==> src/rtl/softint_pkg.sv <==
// Shared types for the software interrupt pending register.
// Assumes the address map below is fixed; widths come from module parameters.
package softint_pkg;

    typedef enum logic [1:0] {
        FLT_NONE = 2'b00,
        FLT_PRIV = 2'b01,
        FLT_ILL  = 2'b10
    } flt_e;

    typedef enum logic [1:0] {
        POP_NONE,
        POP_LOAD,
        POP_OR,
        POP_ANDN
    } pend_op_e;

    typedef enum logic [1:0] {
        RSEL_NONE,
        RSEL_PEND,
        RSEL_ZERO,
        RSEL_PIL
    } rsel_e;

    localparam int ADDR_PEND = 0;
    localparam int ADDR_SET  = 1;
    localparam int ADDR_CLR  = 2;
    localparam int ADDR_PIL  = 3;

endpackage

==> src/rtl/softint_lvl_enc.sv <==
// Priority encoder: returns the highest set bit index within [LO, HI] of vec,
// or 0 when no bit in that range is set. Assumes 1 <= LO <= HI < PW.
module softint_lvl_enc #(
    parameter int PW = 17,
    parameter int LO = 1,
    parameter int HI = 15,
    parameter int LW = 4
) (
    input  logic [PW-1:0] vec,
    output logic [LW-1:0] lvl
);

    // Scan upward so the last set bit in range wins.
    always_comb begin
        lvl = '0;
        for (int i = LO; i <= HI; i++) begin
            if (vec[i]) lvl = LW'(i);
        end
    end

endmodule

==> src/rtl/softint_decode.sv <==
// Access decoder: turns one bus access into a pending-word operation, a PIL
// store, a read-data selection and a fault code. Unknown addresses take
// precedence over the privilege check; the PIL register has no privilege check.
module softint_decode
    import softint_pkg::*;
#(
    parameter int AW = 3
) (
    input  logic          acc_vld,
    input  logic          acc_wr,
    input  logic [AW-1:0] acc_addr,
    input  logic          priv_mode,
    output pend_op_e      pend_op,
    output logic          pil_wr,
    output rsel_e         rsel,
    output flt_e          flt
);

    logic hit_pend, hit_set, hit_clr, hit_pil, hit_soft;

    // Match the address against the four mapped registers.
    always_comb begin
        hit_pend = (acc_addr == AW'(ADDR_PEND));
        hit_set  = (acc_addr == AW'(ADDR_SET));
        hit_clr  = (acc_addr == AW'(ADDR_CLR));
        hit_pil  = (acc_addr == AW'(ADDR_PIL));
        hit_soft = hit_pend | hit_set | hit_clr;
    end

    // Resolve fault, operation and read selection for the access.
    always_comb begin
        pend_op = POP_NONE;
        pil_wr  = 1'b0;
        rsel    = RSEL_NONE;
        flt     = FLT_NONE;
        if (acc_vld) begin
            if (!(hit_soft | hit_pil)) begin
                flt = FLT_ILL;
            end else if (hit_soft && !priv_mode) begin
                flt = FLT_PRIV;
            end else if (hit_pil) begin
                pil_wr = acc_wr;
                rsel   = acc_wr ? RSEL_NONE : RSEL_PIL;
            end else if (acc_wr) begin
                pend_op = hit_pend ? POP_LOAD : (hit_set ? POP_OR : POP_ANDN);
            end else begin
                rsel = hit_pend ? RSEL_PEND : RSEL_ZERO;
            end
        end
    end

endmodule

==> src/rtl/softint_pend_reg.sv <==
// Pending word storage with direct, OR and AND-NOT update paths.
// Exposes both the next value and the current value so the caller can
// compare levels before and after the update edge.
module softint_pend_reg
    import softint_pkg::*;
#(
    parameter int PW = 17
) (
    input  logic          clk,
    input  logic          rst_n,
    input  pend_op_e      pend_op,
    input  logic [PW-1:0] wval,
    output logic [PW-1:0] pend_d,
    output logic [PW-1:0] pend_q
);

    // Next-value selection for the three write forms.
    always_comb begin
        unique case (pend_op)
            POP_LOAD: pend_d = wval;
            POP_OR:   pend_d = pend_q | wval;
            POP_ANDN: pend_d = pend_q & ~wval;
            default:  pend_d = pend_q;
        endcase
    end

    // Hold the pending word; synchronous active-low reset.
    always_ff @(posedge clk) begin
        if (!rst_n) pend_q <= '0;
        else        pend_q <= pend_d;
    end

endmodule

==> src/rtl/softint_ctl.sv <==
// Software interrupt pending register with set and clear aliases plus a PIL
// register. Accesses are single-cycle; read data, fault and the recheck pulse
// are registered and appear in the cycle after the access.
// Assumes PW <= DW and PIL_W <= DW.
module softint_ctl
    import softint_pkg::*;
#(
    parameter int DW     = 32,
    parameter int AW     = 3,
    parameter int PW     = 17,
    parameter int LVL_LO = 1,
    parameter int LVL_HI = 15,
    parameter int PIL_W  = 4,
    localparam int LW    = $clog2(LVL_HI + 1)
) (
    input  logic          clk,
    input  logic          rst_n,
    input  logic          acc_vld,
    input  logic          acc_wr,
    input  logic [AW-1:0] acc_addr,
    input  logic [DW-1:0] acc_wdata,
    input  logic          priv_mode,
    output logic [DW-1:0] acc_rdata,
    output logic [1:0]    acc_fault,
    output logic          irq_recheck,
    output logic [LW-1:0] pend_level
);

    pend_op_e         pend_op;
    logic             pil_wr;
    rsel_e            rsel;
    flt_e             flt;
    logic [PW-1:0]    pend_d, pend_q;
    logic [LW-1:0]    lvl_new, lvl_old;
    logic [PIL_W-1:0] pil_q;
    logic [DW-1:0]    rdata_d;
    logic             rise;

    softint_decode #(.AW(AW)) u_dec (
        .acc_vld  (acc_vld),
        .acc_wr   (acc_wr),
        .acc_addr (acc_addr),
        .priv_mode(priv_mode),
        .pend_op  (pend_op),
        .pil_wr   (pil_wr),
        .rsel     (rsel),
        .flt      (flt)
    );

    softint_pend_reg #(.PW(PW)) u_pend (
        .clk    (clk),
        .rst_n  (rst_n),
        .pend_op(pend_op),
        .wval   (acc_wdata[PW-1:0]),
        .pend_d (pend_d),
        .pend_q (pend_q)
    );

    softint_lvl_enc #(.PW(PW), .LO(LVL_LO), .HI(LVL_HI), .LW(LW)) u_enc_old (
        .vec(pend_q),
        .lvl(lvl_old)
    );

    softint_lvl_enc #(.PW(PW), .LO(LVL_LO), .HI(LVL_HI), .LW(LW)) u_enc_new (
        .vec(pend_d),
        .lvl(lvl_new)
    );

    assign pend_level = lvl_old;

    // Flag a level rise caused by a pending-word write.
    always_comb rise = (pend_op != POP_NONE) && (lvl_new > lvl_old);

    // Select read data for the current access.
    always_comb begin
        unique case (rsel)
            RSEL_PEND: rdata_d = DW'(pend_q);
            RSEL_PIL:  rdata_d = DW'(pil_q);
            default:   rdata_d = '0;
        endcase
    end

    // Hold the PIL threshold.
    always_ff @(posedge clk) begin
        if (!rst_n)      pil_q <= '0;
        else if (pil_wr) pil_q <= acc_wdata[PIL_W-1:0];
    end

    // Register the access response and the recheck pulse.
    always_ff @(posedge clk) begin
        if (!rst_n) begin
            acc_rdata   <= '0;
            acc_fault   <= FLT_NONE;
            irq_recheck <= 1'b0;
        end else begin
            acc_rdata   <= rdata_d;
            acc_fault   <= flt;
            irq_recheck <= rise | pil_wr;
        end
    end

endmodule

==> config.mk <==
export PLATFORM = sky130hd
export DESIGN_NAME = softint_ctl
export DESIGN_NICKNAME = d
export VERILOG_FILES = /design/src/rtl/softint_pkg.sv /design/src/rtl/softint_lvl_enc.sv /design/src/rtl/softint_decode.sv /design/src/rtl/softint_pend_reg.sv /design/src/rtl/softint_ctl.sv
export SDC_FILE = /design/constraint.sdc
export NUM_CORES = 1
export LEC_CHECK = 0
export BUFFER_PORTS_ARGS = -buffer_cell sky130_fd_sc_hd__clkbuf_2
export CAP_MARGIN = 15
export CORE_MARGIN = 3
export CORE_UTILIZATION = 40
export DETAILED_ROUTE_END_ITERATION = 12
export MAX_ROUTING_LAYER = met4
export PLACE_DENSITY = 0.67
export SLEW_MARGIN = 20
export SYNTH_ARGS = -nofsm -noshare
export SYNTH_HDL_FRONTEND = slang
export SYNTH_SLANG_ARGS = --single-unit
==> constraint.sdc <==
create_clock -name clk -period 3.84 [get_ports clk]
set_input_delay 0.96 -clock clk [delete_from_list [all_inputs] [get_ports clk]]
set_output_delay 0.96 -clock clk [all_outputs]
set_load 0.03 [all_outputs]
==> summary.md <==
| Metric | Value |
|---|---|
| HP Class | reg -> reg |
| Detailed Place HPWL | 3.59 mm |
| Register Area | 821 um2 |
| Post-CTS Hold Buffers | 0 |
| Area of the die | 6250 um2 |
| Setup Buffers After CTS | 0 |
| Setup TNS | 0 ns |
| Pre-CTS WS | 0.275 ns |
| Core ar. | 4940 um2 |
| Worst slew margin | 0.497 |
| Count of final hold-check violations | 0 |
| Power Density | 391 nW/um2 |
| Final min period | 3.30 ns |
| DRT Pass-1 Iters | 4 |
| Fmax | 303 MHz |
| # resized after CTS | 0 |
| H-tree levels | 2 |
| CP peak stage delay | 0.28 ns |
| IO Pins | 79 |
| Ranking of synthesized cells by area | dfxtp_1 (38%), nor2b_1 (7.9%), buf_4 (5.6%), o211ai_1 (4.6%), and3_1 (4.1%) |
| Routed wire length | 4.97 mm |
| Slowest-stage cell, CP | ha_1 |
| Startpoint class of the critical path | input pin |
| Worst path required time | 3.99 ns |
| Vias | 1776 |
| Largest net degree at the start of global routing | 42 |
| Layout filler cell count | 483 |
| Die width | 79.1 um |
| Layout area overhead | 17.5% |
| Clock sinks | 41 |
| Setup CP Type | in -> reg |
| Most frequent cells in the layout | clkbuf_2 (48), dfxtp_1 (41), nor2b_1 (27), conb_1 (15), and3_1 (14) |
| Commonest non-fill, non-tap cell in the layout | clkbuf_2 |
| Crit path DAT | 3.45 ns |
| Standard-cell row count | 25 |
| Crit Path Max Fanout | 14 |
| # setup viols final | 0 |
| I/O Buffers | 48 |
| Netlist cell types | 50 |
| Setup ws final | 0.539 ns |
| Placer Congestion | 0.871 |
| Die Y | 79.1 um |
| Synth Cell Area | 2140 um2 |
| Number of global-route vias before repair | 1615 |
| YS warnings | 0 |
| Seq cells post-synth | 41 |
| Max Buffers Root-to-Sink | 2 |
| All-Layer GR Usage | 0.165 |
| Worst reg2reg path depth | 12 |
| Asr flop ratio synth | 0 |
| Layout cells sized above 1 | 0.279 |
| Tcrit/Tclk final | 0.860 |
| Root buf cell | clkbuf_8 |
| Overflow after GRT | 0 |
| Reg-to-Reg Start | u_pend.pend_q[2]$_SDFF_PN0_ |
| Worst-Margin Slew | 0.749 ns |
| Register area share after synthesis | 0.384 |
| Post-synth EDFFs | 0 |
| Clk_skew | 0.00602 ns |
| R2r setup slk | 1.46 ns |
| Synth Area per Inst | 9.45 um2 |
| Final max-slew violation count | 0 |
| Nets@finish | 319 |
| Top FF cell, synth | dfxtp_1 |
| Via density | 5.18 |
| Critical Path Sink | irq_recheck$_SDFF_PN0_ |
| Drc violations | 0 |
| Post-Syn Instances | 226 |
| Reg2reg end | irq_recheck$_SDFF_PN0_ |
| Unrepaired setup endpoints after global routing | false |
| Outcome | finished clean |
| Total CTS buffers | 5 |
| Setup crit end kind | flop |
| CTS tree | yes |
| Post-route ant nets | 0 |
| DRT iter0 DRCs | 86 |
| Critical path, cell by cell | clkbuf_2 -> nor3_4 -> buf_4 -> o211ai_1 -> a22o_1 -> nand2b_1 -> o21ai_0 -> o21bai_1 -> ha_1 -> nor2b_1 -> o21a_1 -> o21a_1 -> o211ai_1 -> a21boi_0 |
| Worst vdd ir | 0.205 mV |
| Yosys top cell area share | 0.384 |
| Max-Cap Viols | 0 |
| HP Start | u_pend.pend_q[16]$_SDFFE_PN0N_ |
| Leading area contributor after synthesis | dfxtp_1 |
| Starting Density | 0.432 |
| ANT cells | 0 |
| Initial antenna violation count | 0 |
| Power Total | 981 uW |
| Worst-skew pair later-pin latency | 0.30 ns |
| CTS clk-pin slew, worst paths | 0.08 ns |
| Leakage power | 0.00114 uW |
| WL/cell | 14.5 um |
| Multi-input logic area | 1160 um2 |
| First-pass GRT wire length | 7.91 mm |
| Critical Path Start | acc_addr[1] |
[where the power goes]
part	switching, uW	leakage, uW	internal [uW]	total, uW
Sequential	3.34	0.000331	428	432
Combinational	89.0	0.000744	49.4	138
Clock	153	0.0000681	258	411
Total	245	0.00114	736	981
[cells by family (layout without fill, tap and decap cells)]
kind of cell | count (synthesis) | in the layout | synth area share
buffers and inverters | 32 | 68 | 0.0961
muxes | 4 | 4 | 0.0187
adders and majority gates | 4 | 4 | 0.0234
other | 1 | 15 | 0.00176
and+or+nand+nor | 85 | 85 | 0.254
AOI/OAI and AO/OA | 59 | 59 | 0.221
DFF | 41 | 41 | 0.384
[cells in the mapped netlist (2+ instances only)]
cell,n
o21ai_0,5
a22oi_1,9
ha_1,4
o21a_1,2
nand2b_1,2
a221oi_1,2
inv_1,6
a22oi_2,6
o31ai_1,2
nand4_1,3
clkbuf_1,5
buf_4,16
nor2b_1,27
nor3_1,6
dfxtp_1,41
buf_6,3
and3_1,14
a21boi_0,2
nand2_1,7
a21oi_1,3
a22o_1,3
o31a_1,2
o211ai_1,13
and2_1,5
nor2_1,8
mux2i_1,4
buf_2,2
o21bai_1,2
[cell type report]
cell class / count / area share
Multi-Input combinational cell: 167 / 0.463
Sequential cell: 41 / 0.327
Timing Repair Buffer: 54 / 0.114
Tap cell: 67 / 0.0334
Clock buffer: 5 / 0.0274
Clock inverter: 3 / 0.0259
Inverter: 6 / 0.00898
[metal layers]
layer / vias to the layer above / global-route usage / part of all wire
li1: 889 / - / -
met1: 814 / 0.214 / 0.47
met2: 71 / 0.251 / 0.46
met3: 2 / 0.0351 / 0.070
met4: 0 / 0.0636 / 0.0072
met5: - / - / 0
[registers in the layout (all words and copies together) (netlist names)]
signal / cells
acc_rdata: 17
u_pend.pend_q: 17
pil_q: 4
acc_fault: 2
irq_recheck: 1
[worst max-delay path: cells and delay by family]
kind / cells / cell delay (ns)
AO/OA/AOI/OAI: 8 / 1.21
adder cells (fa/ha/maj): 1 / 0.28
buffers and inverters: 2 / 0.43
AND/OR/NAND/NOR: 3 / 0.54
[worst min path at each step]
stage,to,cells after the start
after floorplan,acc_rdata[16]$_SDFF_PN0_,1
after global placement,acc_rdata[16]$_SDFF_PN0_,1
after detailed placement,acc_rdata[16]$_SDFF_PN0_,1
after CTS,acc_rdata[16]$_SDFF_PN0_,1
after global routing,acc_rdata[16]$_SDFF_PN0_,1
final,acc_rdata[16]$_SDFF_PN0_,1
[metrics by stage]
| stage | std cells | instance area, um2 | util | hold slack [ns] |
|---|---|---|---|---|
| 3_3_place_gp | 335 | 2370 | 0.481 | 0.470 |
| 3_5_place_dp | 335 | 2370 | 0.481 | 0.470 |
| 4_1_cts | 343 | 2510 | 0.508 | 0.484 |
| 2_1_floorplan | 240 | 2190 | - | 0.453 |
| 6_report | 343 | 2510 | 0.508 | 0.482 |
| 5_1_grt | 343 | 2510 | 0.508 | 0.500 |
(Power assumes the default switching activity.)
